==> src/rtl/lcd_sync_gen.sv <==
module lcd_sync_gen #(
  parameter int H_ACTIVE = 320,
  parameter int H_TOTAL  = 336,
  parameter int H_SYNC   = 2,
  parameter int H_LEAD   = 7,
  parameter int V_ACTIVE = 240,
  parameter int V_PRE    = 2,
  parameter int V_POST   = 2,
  localparam int V_TOTAL = V_PRE + V_ACTIVE + V_POST,
  localparam int HW      = $clog2(H_TOTAL * 3),
  localparam int LW      = $clog2(V_TOTAL)
) (
  input  logic          clk,
  input  logic          rst_n,
  input  logic          en,
  input  logic [1:0]    mode,
  output logic          hsync_n,
  output logic          vsync_n,
  output logic          data_req,
  output logic [LW-1:0] line_cnt,
  output logic [HW-1:0] tick_cnt
);

  logic          run;
  logic [1:0]    cur_mode;
  logic [HW-1:0] h;
  logic [LW-1:0] v;
  logic [1:0]    cpp;
  logic [2:0]    cor;

  always_comb begin
    case (cur_mode)
      2'd1:    begin cpp = 2'd2; cor = 3'd3; end
      2'd2:    begin cpp = 2'd3; cor = 3'd5; end
      default: begin cpp = 2'd1; cor = 3'd0; end
    endcase
  end

  logic [HW-1:0] h_last, h_sync_end, h_first, h_end;
  assign h_last     = HW'(H_TOTAL * cpp - 1);
  assign h_sync_end = HW'(H_SYNC * cpp);
  assign h_first    = HW'(H_LEAD * cpp + cor);
  assign h_end      = HW'(H_LEAD * cpp + cor + H_ACTIVE * cpp);

  logic line_end, frame_end;
  assign line_end  = (h == h_last);
  assign frame_end = line_end && (v == LW'(V_TOTAL - 1));

  always_ff @(posedge clk or negedge rst_n) begin
    if (!rst_n) begin
      run      <= 1'b0;
      cur_mode <= 2'd0;
      h        <= '0;
      v        <= '0;
    end else if (!en) begin
      run      <= 1'b0;
      cur_mode <= mode;
      h        <= '0;
      v        <= '0;
    end else if (!run) begin
      run <= 1'b1;
    end else if (line_end) begin
      h <= '0;
      if (frame_end) begin
        v        <= '0;
        cur_mode <= mode;
      end else begin
        v <= v + 1'b1;
      end
    end else begin
      h <= h + 1'b1;
    end
  end

  logic in_sync, vis_line;
  assign in_sync  = run && (h < h_sync_end);
  assign vis_line = (v >= LW'(V_PRE)) && (v < LW'(V_PRE + V_ACTIVE));

  assign hsync_n  = !in_sync;
  assign vsync_n  = !(in_sync && v == '0);
  assign data_req = run && vis_line && (h >= h_first) && (h < h_end);
  assign line_cnt = v;
  assign tick_cnt = h;

  assert_tick_wrap_R2: assert property (@(posedge clk) disable iff (!rst_n)
    (run && en && line_end) |=> (tick_cnt == '0));
  assert_sync_at_line_start_R3: assert property (@(posedge clk) disable iff (!rst_n)
    $fell(hsync_n) |-> (tick_cnt == '0));
  assert_vsync_inside_hsync_R5: assert property (@(posedge clk) disable iff (!rst_n)
    !vsync_n |-> !hsync_n);
  assert_req_outside_sync_R6: assert property (@(posedge clk) disable iff (!rst_n)
    data_req |-> (hsync_n && vsync_n));
  assert_idle_when_off_R8: assert property (@(posedge clk) disable iff (!rst_n)
    !en |=> (hsync_n && vsync_n && !data_req && line_cnt == '0 && tick_cnt == '0));
  assert_mode_held_in_frame_R9: assert property (@(posedge clk) disable iff (!rst_n)
    (run && en && !frame_end) |=> $stable(cur_mode));

endmodule

==> config.mk <==
export PLATFORM = sky130hd
export DESIGN_NAME = lcd_sync_gen
export DESIGN_NICKNAME = d
export VERILOG_FILES = /design/src/rtl/lcd_sync_gen.sv
export SDC_FILE = /design/constraint.sdc
export NUM_CORES = 1
export LEC_CHECK = 0
export BUFFER_PORTS_ARGS = -buffer_cell sky130_fd_sc_hd__buf_4
export CAP_MARGIN = 20
export CORE_MARGIN = 5
export CORE_UTILIZATION = 30
export CTS_CLUSTER_DIAMETER = 200
export DETAILED_ROUTE_END_ITERATION = 16
export SYNTH_ARGS = -nofsm -noshare
export SYNTH_HDL_FRONTEND = slang
export SYNTH_SLANG_ARGS = --single-unit
==> constraint.sdc <==
create_clock -name clk -period 3.7 [get_ports clk]
set_input_delay 0.185 -clock clk [delete_from_list [all_inputs] [get_ports clk]]
set_output_delay 0.185 -clock clk [all_outputs]
set_load 0.05 [all_outputs]
# == Word-level counts from Yosys, hierarchy flattened ==
# Cells that the tools add are included.
# word_totals
register_bits,21
in_bits,5
output_inout_bits,21
wordCells,50
# classes
addsub,5
n_mul,3
order_cmp,5
eq_ne,7
muxes,14
n_reduce_logical,12
# op_table
op,count
2-to-1 mux 8 bit,4
2-to-1 mux 10 bit,3
"adder 10 x 1 -> 10 bit, second input constant",1
adder 6 x 10 -> 10 bit,1
equality test 10 bit,1
greater-or-equal comparator 10 x 6 -> 1 bit,1
less-than comparator 10 bit,1
less-than comparator 10 x 3 -> 1 bit,1
"subtractor 10 x 1 -> 10 bit, second input constant",1
"adder 8 x 1 -> 8 bit, second input constant",1
"equality test 8 bit, second input constant",1
"greater-or-equal comparator 8 x 2 -> 1 bit, second input constant",1
zero test 8 bit,1
"less-than comparator 8 bit, second input constant",1
2-to-1 mux 2 bit,4
logical AND 1 bit,7
adder 5 x 3 -> 6 bit,1
"multiplier 5 x 2 -> 6 bit, first input constant",1
"inequality test 2 x 1 -> 1 bit, second input constant",3
one-hot mux 3 bit (2 select lines),1
"multiplier 3 x 2 -> 5 bit, first input constant",1
"multiplier 3 x 2 -> 4 bit, first input constant",1
one-hot mux 2 bit (2 select lines),1
AND reduction 3 bit,1
5 further kinds,6

# == Depth between registers and ports, before layout ==
# Gate-level depths: netlist of run 1.
# depth
ltp_word,10
mapped_depth,9
ltp_nobuf,8

# == Least setup slack after synthesis of run 1 ==
# OpenSTA, ideal clock, no wires.
# synth_timing
path_type,register to output
from,"register h[3], in the netlist tick_cnt[3]"
to,output data_req
arrival_ns,3.118
required_time_ns,3.515
slack_ns,0.397
path_stages_with_launch,6
path_cell_list,dfrtp_1 ha_1 a21o_1 a211oi_1 a21oi_1 nor4bb_1
# synth_between
elab_chain_len,3
word_cells_on_any_way,4
# synth_rtl
element,line_no,source
from (decl),26,logic [HW-1:0] h;
from (signal assigned),71,h <= h + 1'b1;
greater-or-equal comparator 10 x 6 -> 1 bit,81,assign data_req = run && vis_line && (h >= h_first) && (h < h_end);
logical AND 1 bit,81,
logical AND 1 bit (*),81,
to (decl),19,"output logic data_req,"
# Mark *: on every way between the ends. The rest lies on a longest branch, timed or not.

# == Worst setup path in the final report of run 1 ==
# layout_timing
from,register cur_mode[0]
to,output data_req
# layout_between
elab_chain_len,7
word_cells_on_any_way,12
# layout_rtl
element,line_no,source
from (decl),25,logic [1:0] cur_mode;
from (signal assigned),57,cur_mode <= mode;
from (signal assigned),66,cur_mode <= mode;
equality test 2 bit or equality test 2 x 1 -> 1 bit (tied branches),32,case (cur_mode)
one-hot mux 2 bit (2 select lines),32,
multiplier 3 x 2 -> 5 bit,"42, 43",
adder 5 x 3 -> 6 bit,"42, 43",
adder 6 x 10 -> 10 bit or greater-or-equal comparator 10 x 6 -> 1 bit (tied branches),"43, 81",
less-than comparator 10 bit or logical AND 1 bit (tied branches),81,
logical AND 1 bit (*),81,
# Marked as above.

==> results.sh, run 1 <==
export IMPL_status="finished, final reports clean"
export IMPL_cts_buffers=3
export IMPL_seq_area_frac_synth_pct=32.92
export IMPL_synthCells=169
export IMPL_drive_gt1_share_pct=17.62
export IMPL_initial_core_util_pct=31.06
export IMPL_power_uw=499.3
export IMPL_postCtsSetupBuffers=0
export IMPL_synth_top_area_share_pct=32.92
export IMPL_cts_tree="done"
export IMPL_antenna_found_initial=0
export IMPL_multi_input_area_sq_um=975.9
export IMPL_num_vias=1328
export IMPL_root_buffer="clkbuf_8"
export IMPL_drc_errors=0
export IMPL_gp_congestion=0.8237
export IMPL_drtIter0Drc=72
export IMPL_vias_per_cell=5.049
export IMPL_firstDrtPassIters=4
export IMPL_yosysMostFrequentCell="dfrtp_1"
export IMPL_irDropWorstVdd_mv=0.1167
export IMPL_fillCellCount=555
export IMPL_fin_ws_ns=0.9720
export IMPL_grt_ovfl_total=0
export IMPL_crit_type="reg -> out"
export IMPL_fp_coreArea_sq_um=5140
export IMPL_first_global_vias=1309
export IMPL_postCtsHoldBufs=1
export IMPL_syn_mean_instance_area_sq_um=9.447
export IMPL_hold_path_class="in -> reg"
export IMPL_finalSetupTns_ns=0
export IMPL_grt_max_degree=26
export IMPL_finalWorstPathRequiredPeriod_ns=2.728
export IMPL_die_area_sq_um=6881
export IMPL_critPathLaunchType="flop"
export IMPL_slew_headroom_pct=50.19
export IMPL_wl_per_cell_um=13.96
export IMPL_hpwl_um=2675
export IMPL_regArea_sq_um=525.5
export IMPL_yosysTopAreaCell="dfrtp_1"
export IMPL_max_freq_mhz=366.6
export IMPL_critPathCaptureType="primary output"
export IMPL_postRouteAntennaNets=0
export IMPL_hold_viol=0
export IMPL_rsz0062_at_grt="false"
export IMPL_clockBufferDepth=2
export IMPL_setup_viol=0
export IMPL_rows=26
export IMPL_fin_crit_sh_pct=73.73
export IMPL_clkLatencyLatePin_ns=0.27
export IMPL_yosys_cell_types_count=43
export IMPL_synth_edf_count=0
export IMPL_maxSlewViolCount=0
export IMPL_cts_resized=0
export IMPL_max_cap_violations=0
export IMPL_clkSlewWorstSetupHoldPaths_ns=0.08
export IMPL_io_pins=26
export IMPL_grt_util_all_layers_pct=11.15
export IMPL_syn2layout_area_growth_pct=18.03
export IMPL_ys_async_sr_fraction_pct=100.0
export IMPL_grt_pass1_wl_um=6458
export IMPL_netlist_area_sq_um=1597
export IMPL_critPathRequiredTime_ns=3.51
export IMPL_yosysWarningCount=0
export IMPL_yosys_register_bits=21
export IMPL_nets=219
export IMPL_skew_ns=0.006115
export IMPL_critPathMaxFanout=6
export IMPL_ys_top_cells_by_count="21 x dfrtp_1, 20 x ha_1, 14 x inv_1"
export IMPL_postPlaceCellArea_sq_um=1829
export IMPL_die_w_um=82.95
export IMPL_die_height_um=82.95
export IMPL_antennaDiodeCount=0
export IMPL_wirelength_um=3671
export IMPL_ys_flop_type="dfrtp_1"
export IMPL_design_area_sq_um=1884
export IMPL_portBuffers=25
export IMPL_critPathArrivalTime_ns=2.54
export IMPL_p_leak_uw=0.0008480
export IMPL_clock_sinks=21
export IMPL_cts_htree_levels=1
export IMPL_synthTopCellsByArea="dfrtp_1 33%, ha_1 16%, nand4_1 3.5%, inv_1 3.3%, xnor2_1 3.3%"
export IMPL_fin_util_pct=36.66
export IMPL_syn_num_nets=194
export IMPL_power_density_nw_per_um2=265.0
export IMPL_tightest_slew_ns=0.7403
export IMPL_pre_cts_slack_ns=1.033
state kept, by name, summed over array words and instances, names as in the netlist:
name      count
cur_mode      2
line_cnt      8
run           1
tick_cnt     10
kinds of logic after synthesis:
logic type,after synthesis,synth area share (%)
flops,21,32.92
compound gates,29,12.46
fa+ha+maj,20,15.67
mux,7,4.545
xor+xnor,9,5.408
simple gates,63,23.04
buf+inv,20,5.956
critical path, cell delays in order, from the launching register on:
cell      delay [ns]
dfrtp_1         0.38
inv_1           0.07
ha_1            0.39
inv_1           0.09
ha_1            0.18
a21o_1          0.15
a211oi_1        0.32
a21oi_1         0.11
nor4bb_1        0.32
buf_4           0.26
per-layer routing:
metal	track usage (%)	vias to the layer above	wire length (um)
li1	-	663	-
met4	3.120	0	45
met5	0	-	0
met3	2.673	5	155
met2	17.20	30	1667
met1	15.50	630	1802
where the power goes:
| group | switching, uW | internal (uW) |
|---|---|---|
| sequential | 6.94 | 234 |
| combinational | 60.9 | 37.0 |
| clock | 83.5 | 77.1 |
path summary, 6_finish.rpt:
check | start | end | slack, ns | depth (start not counted)
setup / recovery | cur_mode[0]$_DFFE_PN0P_ | data_req | 0.97 | 9
hold / removal | mode[1] | cur_mode[1]$_DFFE_PN0P_ | 0.14 | 2
setup reg to reg | cur_mode[0]$_DFFE_PN0P_ | line_cnt[2]$_DFFE_PN0P_ | 1.01 | 7
hold reg to reg | cur_mode[0]$_DFFE_PN0P_ | cur_mode[0]$_DFFE_PN0P_ | 0.56 | 1
max in group asynchronous | rst_n | tick_cnt[2]$_DFFE_PN0P_ | 3.15 | 2
min in group asynchronous | rst_n | line_cnt[0]$_DFFE_PN0P_ | 0.33 | 2
through the flow:
stage / hold WS [ns] / instances
after floorplan: -0.1106 / 169
after global placement: 0.09318 / 258
after detailed placement: 0.08963 / 258
after CTS: 0.1361 / 263
after global routing: 0.1497 / 263
final: 0.1433 / 263
cell type report:
cell class	count	area share, %
multi-input cells	128	51.79
repair buffers	26	10.49
well taps	70	4.648
clock buffers	4	2.390
flip-flops and latches	21	27.89
inverters	14	2.789
cells in the final DEF, fill, tap and decap left out, types with 6 or more instances in the layout:
cell type and n:
nand3_1 7, ha_1 20, xnor2_1 6, nand2_1 7, nand4_1 9, inv_1 14
buf_4 25, nor2_1 11, nor4_1 6, dfrtp_1 21
(Power assumes the default switching activity.)
==> run 2, diff against run 1 <==
clock period = 2.5 ns   (was 3.7 ns; I/O delays follow)
==> run 2 against run 1 <==
Non-clock buffer count is 9 higher. Clock power is 40% higher. Routed wire length is 5.5% higher. Clock skew is 0.0042 ns lower. Utilization is 2.6 points higher. Power is 50% higher. Via count is 2.6% higher. Critical path type unchanged.
==> results.sh, run 2 (synthesis gave the netlist of run 1 again) <==
export IMPL_postRouteAntennaNets=0
export IMPL_hold_path_class="in -> reg"
export IMPL_die_height_um=82.95
export IMPL_layout_common_cells="32 x buf_4, 20 x dfrtp_1, 18 x ha_1, 13 x inv_1, 11 x nor2_1"
export IMPL_finalWorstPathRequiredPeriod_ns=2.461
export IMPL_status="finished, final reports clean"
export IMPL_fp_coreArea_sq_um=5140
export IMPL_die_area_sq_um=6881
export IMPL_setup_viol=0
export IMPL_fillCellCount=545
export IMPL_critPathArrivalTime_ns=2.34
export IMPL_wirelength_um=3874
export IMPL_fin_hold_ws_ns=0.09115
export IMPL_io_pins=26
export IMPL_timing_rr_end="line_cnt[4]$_DFFE_PN0P_"
export IMPL_root_buffer="clkbuf_8"
export IMPL_drc_errors=0
export IMPL_cpMostUsedCell="buf_6"
export IMPL_hold_path_endpoint="cur_mode[1]$_DFFE_PN0P_"
export IMPL_cts_htree_levels=1
export IMPL_regArea_sq_um=526.8
export IMPL_firstDrtPassIters=4
export IMPL_skew_ns=0.001919
export IMPL_antenna_found_initial=0
export IMPL_die_w_um=82.95
export IMPL_critPathBufInv=4
export IMPL_r2r_slack_ns=0.16
export IMPL_power_density_nw_per_um2=372.2
export IMPL_crit_path_start="cur_mode[0]$_DFFE_PN0P_"
export IMPL_whs_path_depth=2
export IMPL_r2r_start="cur_mode[0]$_DFFE_PN0P_"
export IMPL_p_leak_uw=0.0009023
export IMPL_design_area_sq_um=2016
export IMPL_critPathMaxStageDelay_ns=0.39
export IMPL_crit_slowest_cell="dfrtp_1"
export IMPL_grt_max_degree=26
export IMPL_clkSlewWorstSetupHoldPaths_ns=0.08
export IMPL_cts_buffers=3
export IMPL_final_cells=272
export IMPL_vias_per_cell=5.011
export IMPL_initial_core_util_pct=31.06
export IMPL_clockBufferDepth=2
export IMPL_largest_register_ffs=10
export IMPL_fin_util_pct=39.22
export IMPL_postPlaceCellArea_sq_um=1923
export IMPL_grt_pass1_wl_um=6762
export IMPL_crit_type="reg -> out"
export IMPL_max_cap_violations=0
export IMPL_hpwl_um=2953
export IMPL_hold_viol=0
export IMPL_rsz0062_at_grt="true"
export IMPL_maxSlewViolCount=0
export IMPL_nets=228
export IMPL_wl_per_cell_um=14.24
export IMPL_power_uw=750.3
export IMPL_dp_cells=266
export IMPL_worstHoldStart="mode[1]"
export IMPL_slew_headroom_pct=61.75
export IMPL_multi_input_area_sq_um=1030
export IMPL_tightest_slew_ns=0.5685
export IMPL_first_global_vias=1379
export IMPL_fin_crit_sh_pct=98.43
export IMPL_grt_ovfl_total=0
export IMPL_drtIter0Drc=39
export IMPL_irDropWorstVdd_mv=0.1660
export IMPL_critPathMaxFanout=4
export IMPL_critPathTopFamily="compound AO/OA/AOI/OAI gates"
export IMPL_critPathLaunchType="flop"
export IMPL_critPathCaptureType="primary output"
export IMPL_critPathRequiredTime_ns=2.38
export IMPL_path_cells="inv_2, ha_4, buf_6, inv_1, ha_1, a21o_1, a211oi_2, a21oi_2, nor4bb_4, buf_6"
export IMPL_portBuffers=25
export IMPL_num_vias=1363
export IMPL_grt_util_all_layers_pct=11.75
export IMPL_clkLatencyLatePin_ns=0.26
export IMPL_clock_sinks=21
export IMPL_worstRegToRegCells=7
export IMPL_rows=26
export IMPL_max_freq_mhz=406.4
export IMPL_gp_congestion=0.8028
export IMPL_antennaDiodeCount=0
export IMPL_final_common_cell="buf_4"
export IMPL_cts_tree="done"
export IMPL_syn2layout_area_growth_pct=26.25
export IMPL_drive_gt1_share_pct=26.73
## run 2: changes by cell type in the layout (fill, tap and decap cells not counted), sizes merged
cell,change
clkbuf,-1
clkinv,+1
buf,+9
## run 2: repair_timing
action,in CTS,in global routing
pin swaps,2,1
hold endpoints to repair,21,0
endpoints found under the setup margin,5,2
hold buffers,1,0
setup buffers,1,0
gates resized for setup,7,2
## run 2: worst max path at each step
| stage | end | slack (ns) | depth (start not counted) |
|---|---|---|---|
| after CTS | data_req | 0.007 | 9 |
| after global routing | data_req | -0.1 | 10 |
| after detailed placement | cur_mode[0]$_DFFE_PN0P_ | 0.01 | 7 |
| after floorplan | line_cnt[2]$_DFFE_PN0P_ | 0.05 | 8 |
| final | data_req | 0.04 | 10 |
| after global placement | cur_mode[0]$_DFFE_PN0P_ | 0.03 | 7 |
## run 2: metrics by stage
stage / TNS (ns) / worst slack [ns]
final: 0 / 0.03937
after global routing: -0.09877 / -0.09877
after CTS: 0 / 0.007313
after detailed placement: 0 / 0.01238
after global placement: 0 / 0.03230
after floorplan: 0 / 0.04582
## run 2: worst register-to-register path, stage by stage (launching register included)
cell     delay (ns)
dfrtp_1        0.41
inv_2          0.09
ha_4           0.21
ha_1           0.30
nand4_1        0.11
or4_4          0.51
or4b_1         0.53
o21ai_1        0.10
## run 2: layout make-up
cell class | count | area share, %
flip-flops and latches | 21 | 26.13
inverters | 14 | 2.607
well taps | 70 | 4.345
clock inverters | 1 | 0.2483
repair buffers | 35 | 13.53
multi-input cells | 128 | 51.09
clock buffers | 3 | 2.048
## run 2: routing by layer
layer	routed length [um]	global-route usage, %
met5	0	0
met2	1760	18.59
met3	185	2.970
met1	1891	16.08
met4	37	2.675
## run 2: report_power, final
group / internal, uW / leakage [uW] / switching [uW]
logic: 70.7 / 0.000593 / 98.7
registers: 346 / 0.000284 / 9.67
clock network: 111 / 0.0000255 / 114
total: 528 / 0.000902 / 222
==> run 3, diff against run 2 <==
--- a/config.mk
+++ b/config.mk
@@ -12,4 +12,5 @@
 export CTS_CLUSTER_DIAMETER = 200
 export DETAILED_ROUTE_END_ITERATION = 16
+export PLACE_DENSITY = 0.58
 export SYNTH_ARGS = -nofsm -noshare
 export SYNTH_HDL_FRONTEND = slang
==> constraint.sdc (replaced) <==
create_clock -name clk -period 2.5 [get_ports clk]
set_input_delay 0.375 -clock clk [delete_from_list [all_inputs] [get_ports clk]]
set_output_delay 0.375 -clock clk [all_outputs]
set_load 0.05 [all_outputs]
==> run 3 against run 2 <==
Via count rose by 3.2%. Design area rose by 8.1%. The flow now finishes with violations (negative setup slack). Critical endpoint unchanged. Utilization grew 3.2 points. Flip-flop and latch count is the same. Clock-buffer cell count up 1. Die area unchanged.
==> results.sh, run 3 (synthesis gave the netlist of run 1 again) <==
export IMPL_status="finished with violations"
export IMPL_violations="negative setup slack"
export IMPL_grt_max_degree=26
export IMPL_crit_slowest_cell="dfrtp_1"
export IMPL_clkLatencyLatePin_ns=0.26
export IMPL_drive_gt1_share_pct=32.23
export IMPL_comb_power_share_pct=27.5
export IMPL_clkSlewWorstSetupHoldPaths_ns=0.08
export IMPL_skew_ns=0.002319
export IMPL_critPathTopFamily="adder cells"
export IMPL_antenna_found_initial=0
export IMPL_irDropWorstVdd_mv=0.2274
export IMPL_whs_path_depth=2
export IMPL_fillCellCount=537
export IMPL_critPathLaunchType="flop"
export IMPL_crit_type="reg -> out"
export IMPL_firstDrtPassIters=4
export IMPL_critPathArrivalTime_ns=2.23
export IMPL_critPathMaxStageDelay_ns=0.42
export IMPL_root_buffer="clkbuf_8"
export IMPL_r2r_slack_ns=0.15
export IMPL_worstRegToRegCells=7
export IMPL_grt_ovfl_total=0
export IMPL_drtIter0Drc=78
export IMPL_antennaDiodeCount=0
export IMPL_clkPwrFrac_pct=28.4
export IMPL_critPathBufInv=3
export IMPL_routed_wl_met3_um=227
export IMPL_layout_common_cells="39 x buf_4, 21 x dfrtp_1, 13 x ha_1, 11 x inv_1, 11 x nor2_1"
export IMPL_p_int_uw=564.9
export IMPL_cts_buffers=3
export IMPL_timing_rr_end="line_cnt[2]$_DFFE_PN0P_"
export IMPL_die_w_um=82.95
export IMPL_power_density_nw_per_um2=370.2
export IMPL_finalWorstPathRequiredPeriod_ns=2.606
export IMPL_num_vias=1407
export IMPL_clockBufferDepth=2
export IMPL_critPathMaxFanout=5
export IMPL_vias_per_cell=5.007
export IMPL_hold_path_class="in -> reg"
export IMPL_final_common_cell="buf_4"
export IMPL_cts_htree_levels=1
export IMPL_nets=237
export IMPL_max_cap_violations=0
export IMPL_power_uw=806.9
export IMPL_top_layer="met4"
export IMPL_syn2layout_area_growth_pct=36.52
export IMPL_first_global_vias=1461
export IMPL_wirelength_um=4207
export IMPL_wl_per_cell_um=14.97
export IMPL_grt_pass1_wl_um=7300
export IMPL_slew_headroom_pct=66.34
export IMPL_initial_core_util_pct=31.06
export IMPL_p_sw_share_pct=29.99
export IMPL_rows=26
export IMPL_fin_hold_ws_ns=0.3425
export IMPL_critPathCaptureType="primary output"
export IMPL_setup_viol=1
export IMPL_tightest_slew_ns=0.5004
export IMPL_finalSetupTns_ns=-0.1056
export IMPL_cts_tree="done"
export IMPL_rsz0062_at_grt="true"
export IMPL_wirelength_met1_um=1861
export IMPL_postRouteAntennaNets=0
export IMPL_fp_coreArea_sq_um=5140
export IMPL_max_freq_mhz=383.8
export IMPL_io_pins=26
export IMPL_p_switching_uw=242.0
export IMPL_die_height_um=82.95
export IMPL_clock_sinks=21
export IMPL_hold_viol=0
export IMPL_p_seq_share_pct=44.2
export IMPL_drc_errors=0
export IMPL_die_area_sq_um=6881
export IMPL_cpMostUsedCell="ha_4"
export IMPL_maxSlewViolCount=0
export IMPL_largest_register_ffs=10
export IMPL_hpwl_um=3190
export IMPL_r2r_start="cur_mode[0]$_DFFE_PN0P_"
export IMPL_gp_congestion=0.8564
export IMPL_portBuffers=25
export IMPL_p_leak_uw=0.0009577
export IMPL_critPathRequiredTime_ns=2.12
export IMPL_worstHoldStart="mode[1]"
export IMPL_fin_crit_sh_pct=104.2
export IMPL_dr_wl_met2_um=2057
export IMPL_grt_util_all_layers_pct=12.80
export IMPL_hold_path_endpoint="cur_mode[1]$_DFFE_PN0P_"
export IMPL_path_cells="inv_2, ha_4, buf_4, ha_4, nand4b_1, o211ai_1, nor4bb_4, buf_6"
export IMPL_fin_ws_ns=-0.1056
[run 3: layout make-up]
cell class / instances / area [sq um] / area share (%)
timing repair buffer: 44 / 347.8 / 15.96
inverter: 14 / 57.56 / 2.641
tap: 70 / 87.58 / 4.018
multi-input combinational: 128 / 1116 / 51.21
sequential: 21 / 525.5 / 24.11
clock buffer: 4 / 45.04 / 2.067
[run 3: power by group through the flow]
stage | clock network [uW] | registers [uW] | logic, uW
2_1_floorplan | 0 | 371 | 100
3_3_place_gp | 0 | 362 | 173
3_5_place_dp | 0 | 363 | 175
4_1_cts | 234 | 356 | 213
5_1_grt | 251 | 358 | 244
6_report | 229 | 356 | 222
[run 3: how the worst max path moves through the flow]
stage | from | to | slack (ns) | depth (start not counted)
floorplan | tick_cnt[3]$_DFFE_PN0P_ | data_req | -0.16 | 5
global placement | cur_mode[0]$_DFFE_PN0P_ | data_req | -0.01 | 9
detailed placement | cur_mode[0]$_DFFE_PN0P_ | line_cnt[2]$_DFFE_PN0P_ | -0.01 | 7
CTS | cur_mode[0]$_DFFE_PN0P_ | data_req | -0.09 | 9
global route | cur_mode[0]$_DFFE_PN0P_ | data_req | -0.26 | 8
finish | cur_mode[0]$_DFFE_PN0P_ | data_req | -0.11 | 8
[run 3: layer usage]
layer	vias up	GRT usage, %
li1	700	-
met1	665	16.31
met2	36	21.28
met3	6	3.366
met4	0	3.566
met5	-	0
[run 3: per-stage QoR]
step                      std cells  instance area [sq um]  setup slack, ns  util, %
after global placement          273                   1976         -0.01167    38.44
after global routing            281                   2180          -0.2594    42.41
final                           281                   2180          -0.1056    42.41
after detailed placement        273                   1976         -0.01329    38.44
after CTS                       280                   2156         -0.08716    41.94
after floorplan                 169                   1630          -0.1649        -
[run 3: timing repair]
action                     in CTS  in global routing
hold endpoints to repair       21                  0
buffers inserted                3                  1
pin swaps                       7                  3
hold buffers                    1                  0
resized for setup              21                  4
setup endpoints to repair       5                  8
[run 3: worst reg2reg max path: stages, from the launching register on]
cell      delay (ns)
dfrtp_1         0.42
buf_6           0.13
ha_4            0.16
ha_1            0.29
nand4_1         0.11
or4_4           0.52
or4b_1          0.50
a21boi_1        0.15
